`src/rtl/codeMidFilter_pkg.sv`:
```
package codeMidFilter_pkg;
  // strobes from window control to the extreme/midpoint datapath
  typedef struct packed {
    logic take;   // a valid sample is present
    logic first;  // sample opens a window: seed extremes
    logic last;   // sample closes a window: commit midpoint
  } winCtl_t;
endpackage

```
`src/rtl/codeMidCtl.sv`:
```
module codeMidCtl
  import codeMidFilter_pkg::*;
#(
  parameter int WIN_LEN = 8
) (
  input  logic    clk,
  input  logic    rst,
  input  logic    codeValid,
  output winCtl_t ctl
);
  localparam int CNT_W = (WIN_LEN > 1) ? $clog2(WIN_LEN) : 1;
  localparam logic [CNT_W-1:0] LAST_IDX = CNT_W'(WIN_LEN - 1);

  logic [CNT_W-1:0] sampleIdx;

  always_comb begin
    ctl.take  = codeValid;
    ctl.first = codeValid && (sampleIdx == '0);
    ctl.last  = codeValid && (sampleIdx == LAST_IDX);
  end

  always_ff @(posedge clk) begin
    if (rst) begin
      sampleIdx <= '0;
    end else if (codeValid) begin
      sampleIdx <= (sampleIdx == LAST_IDX) ? '0 : sampleIdx + 1'b1;
    end
  end
endmodule

```
`src/rtl/codeMidPath.sv`:
```
module codeMidPath
  import codeMidFilter_pkg::*;
#(
  parameter int CODE_W = 12
) (
  input  logic              clk,
  input  logic              rst,
  input  logic [CODE_W-1:0] codeIn,
  input  winCtl_t           ctl,
  output logic [CODE_W-1:0] outCode,
  output logic              updStrobe
);
  localparam int SUM_W = CODE_W + 1;
  localparam logic [CODE_W-1:0] MID_CODE = CODE_W'(1) << (CODE_W - 1);

  logic [CODE_W-1:0] maxReg, minReg, nxtMax, nxtMin;
  logic [SUM_W-1:0]  extSum;
  logic [CODE_W-1:0] midVal;

  always_comb begin
    if (ctl.first) begin
      nxtMax = codeIn;
      nxtMin = codeIn;
    end else begin
      nxtMax = (codeIn > maxReg) ? codeIn : maxReg;
      nxtMin = (codeIn < minReg) ? codeIn : minReg;
    end
    extSum = {1'b0, nxtMax} + {1'b0, nxtMin};
    midVal = extSum[SUM_W-1:1];
  end

  always_ff @(posedge clk) begin
    if (rst) begin
      maxReg    <= '0;
      minReg    <= '0;
      outCode   <= MID_CODE;
      updStrobe <= 1'b0;
    end else begin
      updStrobe <= ctl.last;
      if (ctl.take) begin
        maxReg <= nxtMax;
        minReg <= nxtMin;
      end
      if (ctl.last) outCode <= midVal;
    end
  end
endmodule

```
`src/rtl/codeMidFilter.sv`:
```
module codeMidFilter
  import codeMidFilter_pkg::*;
#(
  parameter int CODE_W  = 12,
  parameter int WIN_LEN = 8
) (
  input  logic              clk,
  input  logic              rst,
  input  logic              codeValid,
  input  logic [CODE_W-1:0] codeIn,
  output logic [CODE_W-1:0] outCode,
  output logic              updStrobe
);
  winCtl_t winCtl;

  codeMidCtl #(.WIN_LEN(WIN_LEN)) u_ctl (
    .clk(clk), .rst(rst), .codeValid(codeValid), .ctl(winCtl)
  );

  codeMidPath #(.CODE_W(CODE_W)) u_path (
    .clk(clk), .rst(rst), .codeIn(codeIn), .ctl(winCtl),
    .outCode(outCode), .updStrobe(updStrobe)
  );
endmodule

```
`config.mk`:
```
export PLATFORM = sky130hd
export DESIGN_NAME = codeMidFilter
export DESIGN_NICKNAME = d
export VERILOG_FILES = /design/src/rtl/codeMidFilter_pkg.sv /design/src/rtl/codeMidCtl.sv /design/src/rtl/codeMidPath.sv /design/src/rtl/codeMidFilter.sv
export SDC_FILE = /design/constraint.sdc
export NUM_CORES = 1
export LEC_CHECK = 0
export BUFFER_PORTS_ARGS = -buffer_cell sky130_fd_sc_hd__clkbuf_2
export CAP_MARGIN = 20
export CORE_MARGIN = 2
export CORE_UTILIZATION = 40
export CTS_CLUSTER_SIZE = 30
export DETAILED_ROUTE_END_ITERATION = 16
export GPL_TIMING_DRIVEN = 0
export PLACE_DENSITY = 0.69
export SYNTH_ARGS = -nofsm -noshare
export SYNTH_HDL_FRONTEND = slang
export SYNTH_HIERARCHICAL = 1
export SYNTH_SLANG_ARGS = --single-unit
```
`constraint.sdc`:
```
create_clock -name clk -period 16.91 [get_ports clk]
set_input_delay 5.073 -clock clk [delete_from_list [all_inputs] [get_ports clk]]
set_output_delay 5.073 -clock clk [all_outputs]
set_load 0.01 [all_outputs]
```
==> results of run 1 <==
==> worst max path at each step <==
stage / start / to / slack, ns / depth (start not counted)
2_1_floorplan: codeIn[11] / u_path/outCode[11] / 7.77 / 17
3_3_place_gp: codeIn[11] / u_path/outCode[11] / 7.07 / 18
3_5_place_dp: codeIn[11] / u_path/outCode[11] / 7.00 / 18
4_1_cts: codeIn[11] / u_path/outCode[11] / 7.29 / 18
5_1_grt: codeIn[11] / u_path/outCode[11] / 6.85 / 18
6_report: codeIn[11] / u_path/outCode[11] / 7.21 / 18
==> per-stage QoR <==
stage / worst slack [ns] / std cells / hold WS (ns) / power, mW
global route: 6.85 / 475 / 0.517 / 0.307
CTS: 7.29 / 475 / 0.474 / 0.289
global placement: 7.07 / 468 / 0.458 / 0.215
finish: 7.21 / 475 / 0.468 / 0.288
detailed placement: 7.00 / 468 / 0.457 / 0.218
floorplan: 7.77 / 342 / 0.460 / 0.192
==> worst max-delay path, stage by stage <==
cell and delay, ns:
clkbuf_2 0.12, ha_1 0.34, a21oi_1 0.16, o21ai_0 0.20
or4_1 0.60, nand2_1 0.14, buf_2 0.30, mux2_2 0.40
ha_1 0.35, nor2b_1 0.14, o21ai_0 0.24, a21boi_0 0.16
o21ai_0 0.25, a21oi_1 0.12, o21ai_0 0.42, a21oi_1 0.18
or4_1 0.52, a21o_1 0.16
==> per-layer routing <==
metal,GRT usage,part of all wire,vias to the layer above
li1,-,-,1270
met1,0.236,0.46,1169
met2,0.324,0.48,54
met3,0.0305,0.049,6
met4,0.0529,0.011,0
met5,0,0,-
==> final cells by class <==
cell class | count | area (um2)
sequential | 40 | 801
timing repair buffer | 27 | 135
clock buffer | 7 | 96.3
buffer | 12 | 50.0
fill | 742 | 3870
inverter | 42 | 158
multi-input combinational | 248 | 1900
tap | 99 | 124
==> registers in the layout, summed over array words and instances, names as in the netlist <==
name and cells:
u_path/minReg 12, u_path/outCode 12, u_path/maxReg 12, u_ctl/sampleIdx 3
u_path/updStrobe 1
==> cell families after synthesis <==
logic type                 Yosys count  share of synthesized area
AOI/OAI and AO/OA                   73                      0.176
xor gates and xnor gates             3                    0.00904
adders and majority gates           38                      0.166
buffers and inverters               54                     0.0715
DFF                                 40                      0.276
muxes                               38                      0.139
and+or+nand+nor                     96                      0.163
==> cells in the final DEF (no fill, tap or decap), types with 7 or more instances in the layout <==
cell and n:
mux2i_1 18, clkbuf_8 7, dfxtp_1 40, clkbuf_2 27, inv_1 42, a211oi_1 7, a21oi_1 25, o21ai_0 9
clkbuf_1 8, nand2b_1 14, nand2_1 22, nand3_1 7, nor2_1 29, mux2_2 20, ha_1 37
==> where the power goes <==
part | leakage, nW | internal, mW | total (mW) | switching (mW)
Clock | 0.0503 | 0.0364 | 0.0698 | 0.0335
Sequential | 0.327 | 0.0996 | 0.104 | 0.00396
Combinational | 1.05 | 0.0494 | 0.114 | 0.0649
Total | 1.42 | 0.185 | 0.288 | 0.102
==> results.txt, run 1 <==
The fraction of synthesized cell area taken by the top area cell type works out to 0.276. Cell accounting for the most synthesized area: dfxtp_1. The path with the worst hold slack has its endpoint at u_path/outCode[5].

In this run the count of I/O pins placed on the die edge is 28. The tools report the post-detailed-placement cell area as 3170 um2. For the worst-case clock buffer depth, the log shows 2. The number of pins with negative max-slew slack in the final report was 0. By instance count, the leading cell after synthesis is inv_1. The proportion of synthesized chip area in sequential cells was 0.276; the count of state elements after synthesis was 40. In this run, synthesis inferred 0 flip-flops with an integrated enable.

The core region is 7140 um2. Among all flip-flop cells after synthesis, the most frequent one is dfxtp_1. The routed design has 6940 um of wire.

The area enclosed by the die boundary is 7960 um2. The horizontal extent of the die was 89.2 um; the final standard cell utilization of the core was 0.457. The pin count of the biggest net entering global routing was 12; the number of library cell types mapped by synthesis was 50. The worst hold path was traced through 2 stages.

A synthesized cell averages 8.50 um2. Initial standard-cell utilization of the core: 0.407. Summing every instance area after synthesis gives 2910 um2. The total of endpoints with negative setup slack in the final report was 0.

0 antenna diodes ended up in the layout. The relative slew slack was 0.466; the achievable frequency was 103 MHz. The run finished with clean final reports. Cell area after layout: 3260 um2. The master cell of the clock root buffer is clkbuf_8. The leakage power summed over all cells came out at 1.42 nW.

The startpoint identified for the worst register-to-register timing path is u_path/maxReg[11]. The total nets after synthesis is 395. STA classifies the critical path startpoint as an input port. The clock period minus final worst setup slack is 9.70 ns, and the post-cts resize count is 0.

The count of TritonRoute iterations in the first routing pass was 4; the die extent in y was 89.2 um. The share of the clock period used by the worst path after layout is 0.573, and the total clock buffers created by CTS is 5. Depth of the worst register-to-register path: 18.

Number of antenna violations at the first check in global routing: 0. Setup repair after global routing left no endpoint under its margin. The area added between synthesis and finish is 12.2%. The clock transition at the register clock pins on the worst setup and hold paths after CTS was 0.07 ns.

The tools report the clock network latency to the later pin of the worst-skew pair as 0.30 ns. The tightest min-delay check is of the flip-flop to flip-flop type. Sorting the synthesized cells by area gives the leading types as dfxtp_1 (28%), ha_1 (16%), mux2_2 (7.7%), mux2i_1 (6.2%), inv_1 (5.4%).

In the routed design, unresolved DRC markers number 0. The async set-reset flop share out of synthesis came out at 0. In this run the remaining antenna-violating nets after routing total 0. Clock skew on the completed layout was measured at 0.00938 ns.

Sorting the synthesized cells by how often they occur yields inv_1 (42), dfxtp_1 (40), ha_1 (37), nor2_1 (29), a21oi_1 (25). During synthesis, Yosys emitted a total of 6 warnings. TritonCTS built the clock tree. Dividing the detail-routed wire length by the instance count gives 14.6 um.

The peak fanout along the critical path is 10, and the placer's final routability congestion estimate is 0.820. The tree built by TritonCTS fans out to 40 sinks. The number of port buffers works out to 27. The total overflow left after global routing is 0.

The worst endpoint data arrival time is 9.89 ns, and the global-route wire length before repair is 11400 um. The tools report the total negative slack for setup checks as 0 ns. After legalization and detailed placement, the total HPWL measured 5360 um. The total routing resource utilization after global routing is 0.186, and the count of maximum capacitance violations is 0. The via density per instance works out to 5.26.

The element type at the critical path end is a flip-flop. The worst-case IR drop observed on VDD is 0.0000459 V. For the pin with the worst max-slew slack, the measured transition is 0.802 ns. For this block, the initial DRC count from the detailed router was 166. The critical path in this run is classified as input port to flip-flop. The logs give 2 for the H-tree depth reported by CTS and 17.10 ns for the required arrival time at the worst endpoint. Post-CTS timing repair inserted 0 buffers for setup. The final-report hold violation count came out at 0.

The fraction of layout cells with a size suffix above 1 is 0.168. Number of standard-cell rows in the floorplan: 31. The endpoint identified for the worst register-to-register timing path is u_path/outCode[11].

After the last flow step, the layout net total stands at 429. The tools report the number of global-route vias before repair as 2433. The worst hold path begins at u_path/outCode[5].

In the synthesized netlist, the number of instances is 342. For this design, the CTS-stage hold fixing added 0 buffers. The total power per unit cell area was 88.2 nW/um2; the reg-to-reg setup timing slack was 11.73 ns. The tools report the total number of vias as 2499.
No activity file was read; power rests on OpenSTA's default activity.
==> run 2: changes to the inputs <==
--- a/config.mk
+++ b/config.mk
@@ -5,6 +5,7 @@
 export SDC_FILE = /design/constraint.sdc
 export NUM_CORES = 1
 export LEC_CHECK = 0
+export ABC_AREA = 1
 export BUFFER_PORTS_ARGS = -buffer_cell sky130_fd_sc_hd__clkbuf_2
 export CAP_MARGIN = 20
 export CORE_MARGIN = 2
@@ -12,7 +13,7 @@
 export CTS_CLUSTER_SIZE = 30
 export DETAILED_ROUTE_END_ITERATION = 16
 export GPL_TIMING_DRIVEN = 0
-export PLACE_DENSITY = 0.69
+export PLACE_DENSITY = 0.71
 export SYNTH_ARGS = -nofsm -noshare
 export SYNTH_HDL_FRONTEND = slang
 export SYNTH_HIERARCHICAL = 1
==> constraint.sdc (replaced) <==
create_clock -name clk -period 8.08 [get_ports clk]
set_input_delay 2.424 -clock clk [delete_from_list [all_inputs] [get_ports clk]]
set_output_delay 2.424 -clock clk [all_outputs]
set_load 0.01 [all_outputs]
==> results.txt, run 2 <==
Setup repair after global routing left no endpoint under its margin. After synthesis, the cell types taking the most area are dfxtp_1 (27%), ha_1 (16%), inv_1 (11%), nand2_1 (8.8%), o21ai_0 (8.4%). Between clock sinks in the finished design, the worst skew comes to 0.00374 ns. The dominant cell by count in the synthesized netlist was inv_1. The area added between synthesis and finish is 12.0%.

The cell accounting for the most synthesized area was dfxtp_1. In the routed design, unresolved DRC markers number 0. The antenna diode count is 0.

Total power for the finished layout comes to 0.595 mW. No sink is reached through more buffers than the 2 on the longest clock path. The logs give 0 for the number of pins with negative max-slew slack in the final report and 11500 um for the global-route wire length before repair. The library cell used most frequently in the layout, excluding fill and tap cells, is inv_1. The tools report the post-CTS repair timing setup buffer count as 0.

The total clock buffers created by CTS is 5, and the setup slack after layout is 2.60 ns. After clock tree synthesis, the clock-pin slew on the worst setup and hold paths is 0.08 ns. STA classifies the critical path endpoint as a flip-flop. The worst hold path terminates at u_path/outCode[11]. Global routing finished with a remaining overflow of 0. After floorplanning, the core was sized to cover 7180 um2. The first detailed-routing pass ran for 4 iterations. Setup violations remaining at the end of the flow were counted as 0. The total power per unit cell area was 181 nW/um2; the required arrival time at the worst endpoint was 8.26 ns. The run gives 0.836 as the placer's final routability congestion estimate. Fraction of layout cells with a size suffix above 1: 0.121. From bottom edge to top edge, the die measures 89.6 um.

The floorplan has 31 rows. Net switching power of the design: 0.232 mW. The clock period minus final worst setup slack was 5.48 ns. The fraction of synthesized cell area taken by the top area cell type is 0.273.

The combined area of all synthesized cells was 2930 um2; the number of port buffers was 27. Entering global routing, the biggest net connects 13 pins. Dividing the detail-routed wire length by the instance count gives 12.2 um. The logs give 0 for the cts-stage hold buffer count and 6 for the count of warnings emitted by yosys.

Number of global-route vias before repair: 2556. Master cell of the clock root buffer: clkbuf_8. TritonCTS built the clock tree. The tools report the gate count of the mapped netlist as 437.

The HPWL after detailed placement is 5470 um. The top cell types in the final layout, fill and taps aside, are inv_1 (85), nand2_1 (69), o21ai_0 (49). The maximum ir drop on the vdd rail is 0.0000692 V, and the synthesized area per cell is 6.71 um2. Summed over all failing endpoints, the final setup total negative slack is 0 ns. The reg-to-reg endpoint is u_path/outCode[11].

Counting every net in the synthesized netlist gives 490. The worst hold path belongs to the class flip-flop to flip-flop. The initial standard-cell utilization of the core was 0.409; the via density per instance was 4.94.

The share of total power consumed by net switching works out to 0.390. For the worst-skew pair, the clock arrives at the later sink with an insertion delay of 0.30 ns. The share of the clock period used by the worst path after layout is 0.678, and the final-report hold violation count is 0. The clock group share of total power was 0.237; the relative slew slack was 0.635. At the worst endpoint, the arrival time is 5.66 ns. The depth of the worst register-to-register path came out at 19. The tools report the kind of start point of the critical path as an input port. The async set-reset flop share out of synthesis was 0; the area enclosed by the die boundary was 8030 um2. The total number of vias is 2818, and the CTS sink count is 40. The signal on the critical path passes through clkbuf_2 > ha_1 > a21oi_1 > o21ai_0 > nor2_1 > nand2_1 > nand2_2 > clkbuf_1 > o21ai_0 > ha_1 > nand2_1 > nand2_1 > a31oi_1 > o21ai_1 > a21o_1 > a21oi_2 > o21bai_1 > a21oi_1 > o21ai_0. The die is 89.6 um wide. The tools report the internal cell power as 0.363 mW. Total routing resource utilization after global routing: 0.187.

The run gives 219 as the DRC violation total after the first TritonRoute iteration. By startpoint and endpoint, the worst setup path is classified as input port to flip-flop. At the placement stage, the worst setup path has a slack of 2.32 ns.

At the end of the flow, the number of nets in the layout was 524. In this run the register-to-register setup slack is 4.51 ns. The number of library cell types mapped by synthesis came out at 30. The slowest stage of the critical path belongs to the cell ha_1.

The largest registers in the layout are u_path/maxReg (12), u_path/minReg (12), u_path/outCode (12). In this run, synthesis inferred 0 flip-flops with an integrated enable. For the proportion of synthesized chip area in sequential cells, the log shows 0.273. In this run the most critical hold path is launched from u_path/outCode[11]. The commonest cells after synthesis are inv_1 (85), nand2_1 (69), o21ai_0 (49), a21oi_1 (43), dfxtp_1 (40). The worst register-to-register path begins at u_path/minReg[11]. In this run, synthesis produced a sequential element count of 40. Primary flip-flop cell chosen by synthesis mapping: dfxtp_1. The part of the power in combinational logic was 0.405. In this run the count of I/O pins placed on the die edge is 28. The worst-margin pin slew was 0.547 ns; the count of maximum capacitance violations was 0. The number of cells on the worst hold path was 2. Based on the critical path, the design can be clocked at up to 182 MHz. The tools report the proportion of power drawn by flip-flops and latches as 0.358.

In this run, post-CTS repair resized a total of 0 instances. The routed design has 6960 um of wire. The number of antenna violations at the first check in global routing is 0. The stage delay of the slowest cell on the critical path works out to 0.39 ns.

The remaining antenna violation count after routing is 0, and the leakage power summed over all cells is 1.77 nW. CTS built an H-tree with a depth of 2. The run finished with clean final reports. Of all nets on the critical path, the largest fanout is 10.
## run 2: how the worst max path moves through the flow
stage,end,cells after the start,startpoint
after floorplan,u_path/outCode[11],20,codeIn[11]
after global placement,u_path/outCode[11],19,codeIn[11]
after detailed placement,u_path/outCode[11],19,codeIn[11]
after CTS,u_path/outCode[11],19,codeIn[11]
after global routing,u_path/outCode[10],18,codeIn[11]
final,u_path/outCode[11],19,codeIn[11]
## run 2: per-stage QoR
stage,utilization,hold slack (ns),instances,instance area (um2)
detailed placement,0.445,0.483,563,3190
finish,0.458,0.486,571,3280
global route,0.458,0.524,571,3280
CTS,0.458,0.501,571,3280
floorplan,-,0.468,437,2930
global placement,0.445,0.459,563,3190
## run 2: power by group through the flow
stage | logic, mW | clock network, mW | registers, mW
after floorplan | 0.181 | 0 | 0.217
after global placement | 0.232 | 0 | 0.218
after detailed placement | 0.238 | 0 | 0.218
after CTS | 0.241 | 0.145 | 0.213
after global routing | 0.277 | 0.153 | 0.214
final | 0.241 | 0.141 | 0.213
## run 2: layer usage
layer,vias up,GRT usage,share of wire
li1,1471,-,-
met1,1283,0.240,0.46
met2,54,0.316,0.49
met3,10,0.0274,0.035
met4,0,0.0706,0.018
met5,-,0,0
## run 2: cells by family after synthesis
| family | Yosys count | share of synthesized area |
|---|---|---|
| AOI/OAI and AO/OA | 120 | 0.216 |
| xor gates and xnor gates | 6 | 0.0179 |
| adders and majority gates | 38 | 0.165 |
| buffers and inverters | 103 | 0.134 |
| DFF | 40 | 0.273 |
| and+or+nand+nor | 130 | 0.194 |
## run 2: worst max-delay path, delay by kind of cell
kind / cells / cell delay (ns)
simple gates: 5 / 0.56
buf+inv: 2 / 0.47
compound gates: 10 / 1.46
fa+ha+maj: 2 / 0.73
## run 2: cell type report
| type | instances | area [um2] |
|---|---|---|
| flip-flops and latches | 40 | 801 |
| fillers | 764 | 3890 |
| inverters | 87 | 327 |
| repair buffers | 27 | 135 |
| clock inverters | 2 | 10.0 |
| plain buffers | 16 | 67.6 |
| well taps | 99 | 124 |
| clock buffers | 6 | 82.6 |
| multi-input cells | 294 | 1740 |
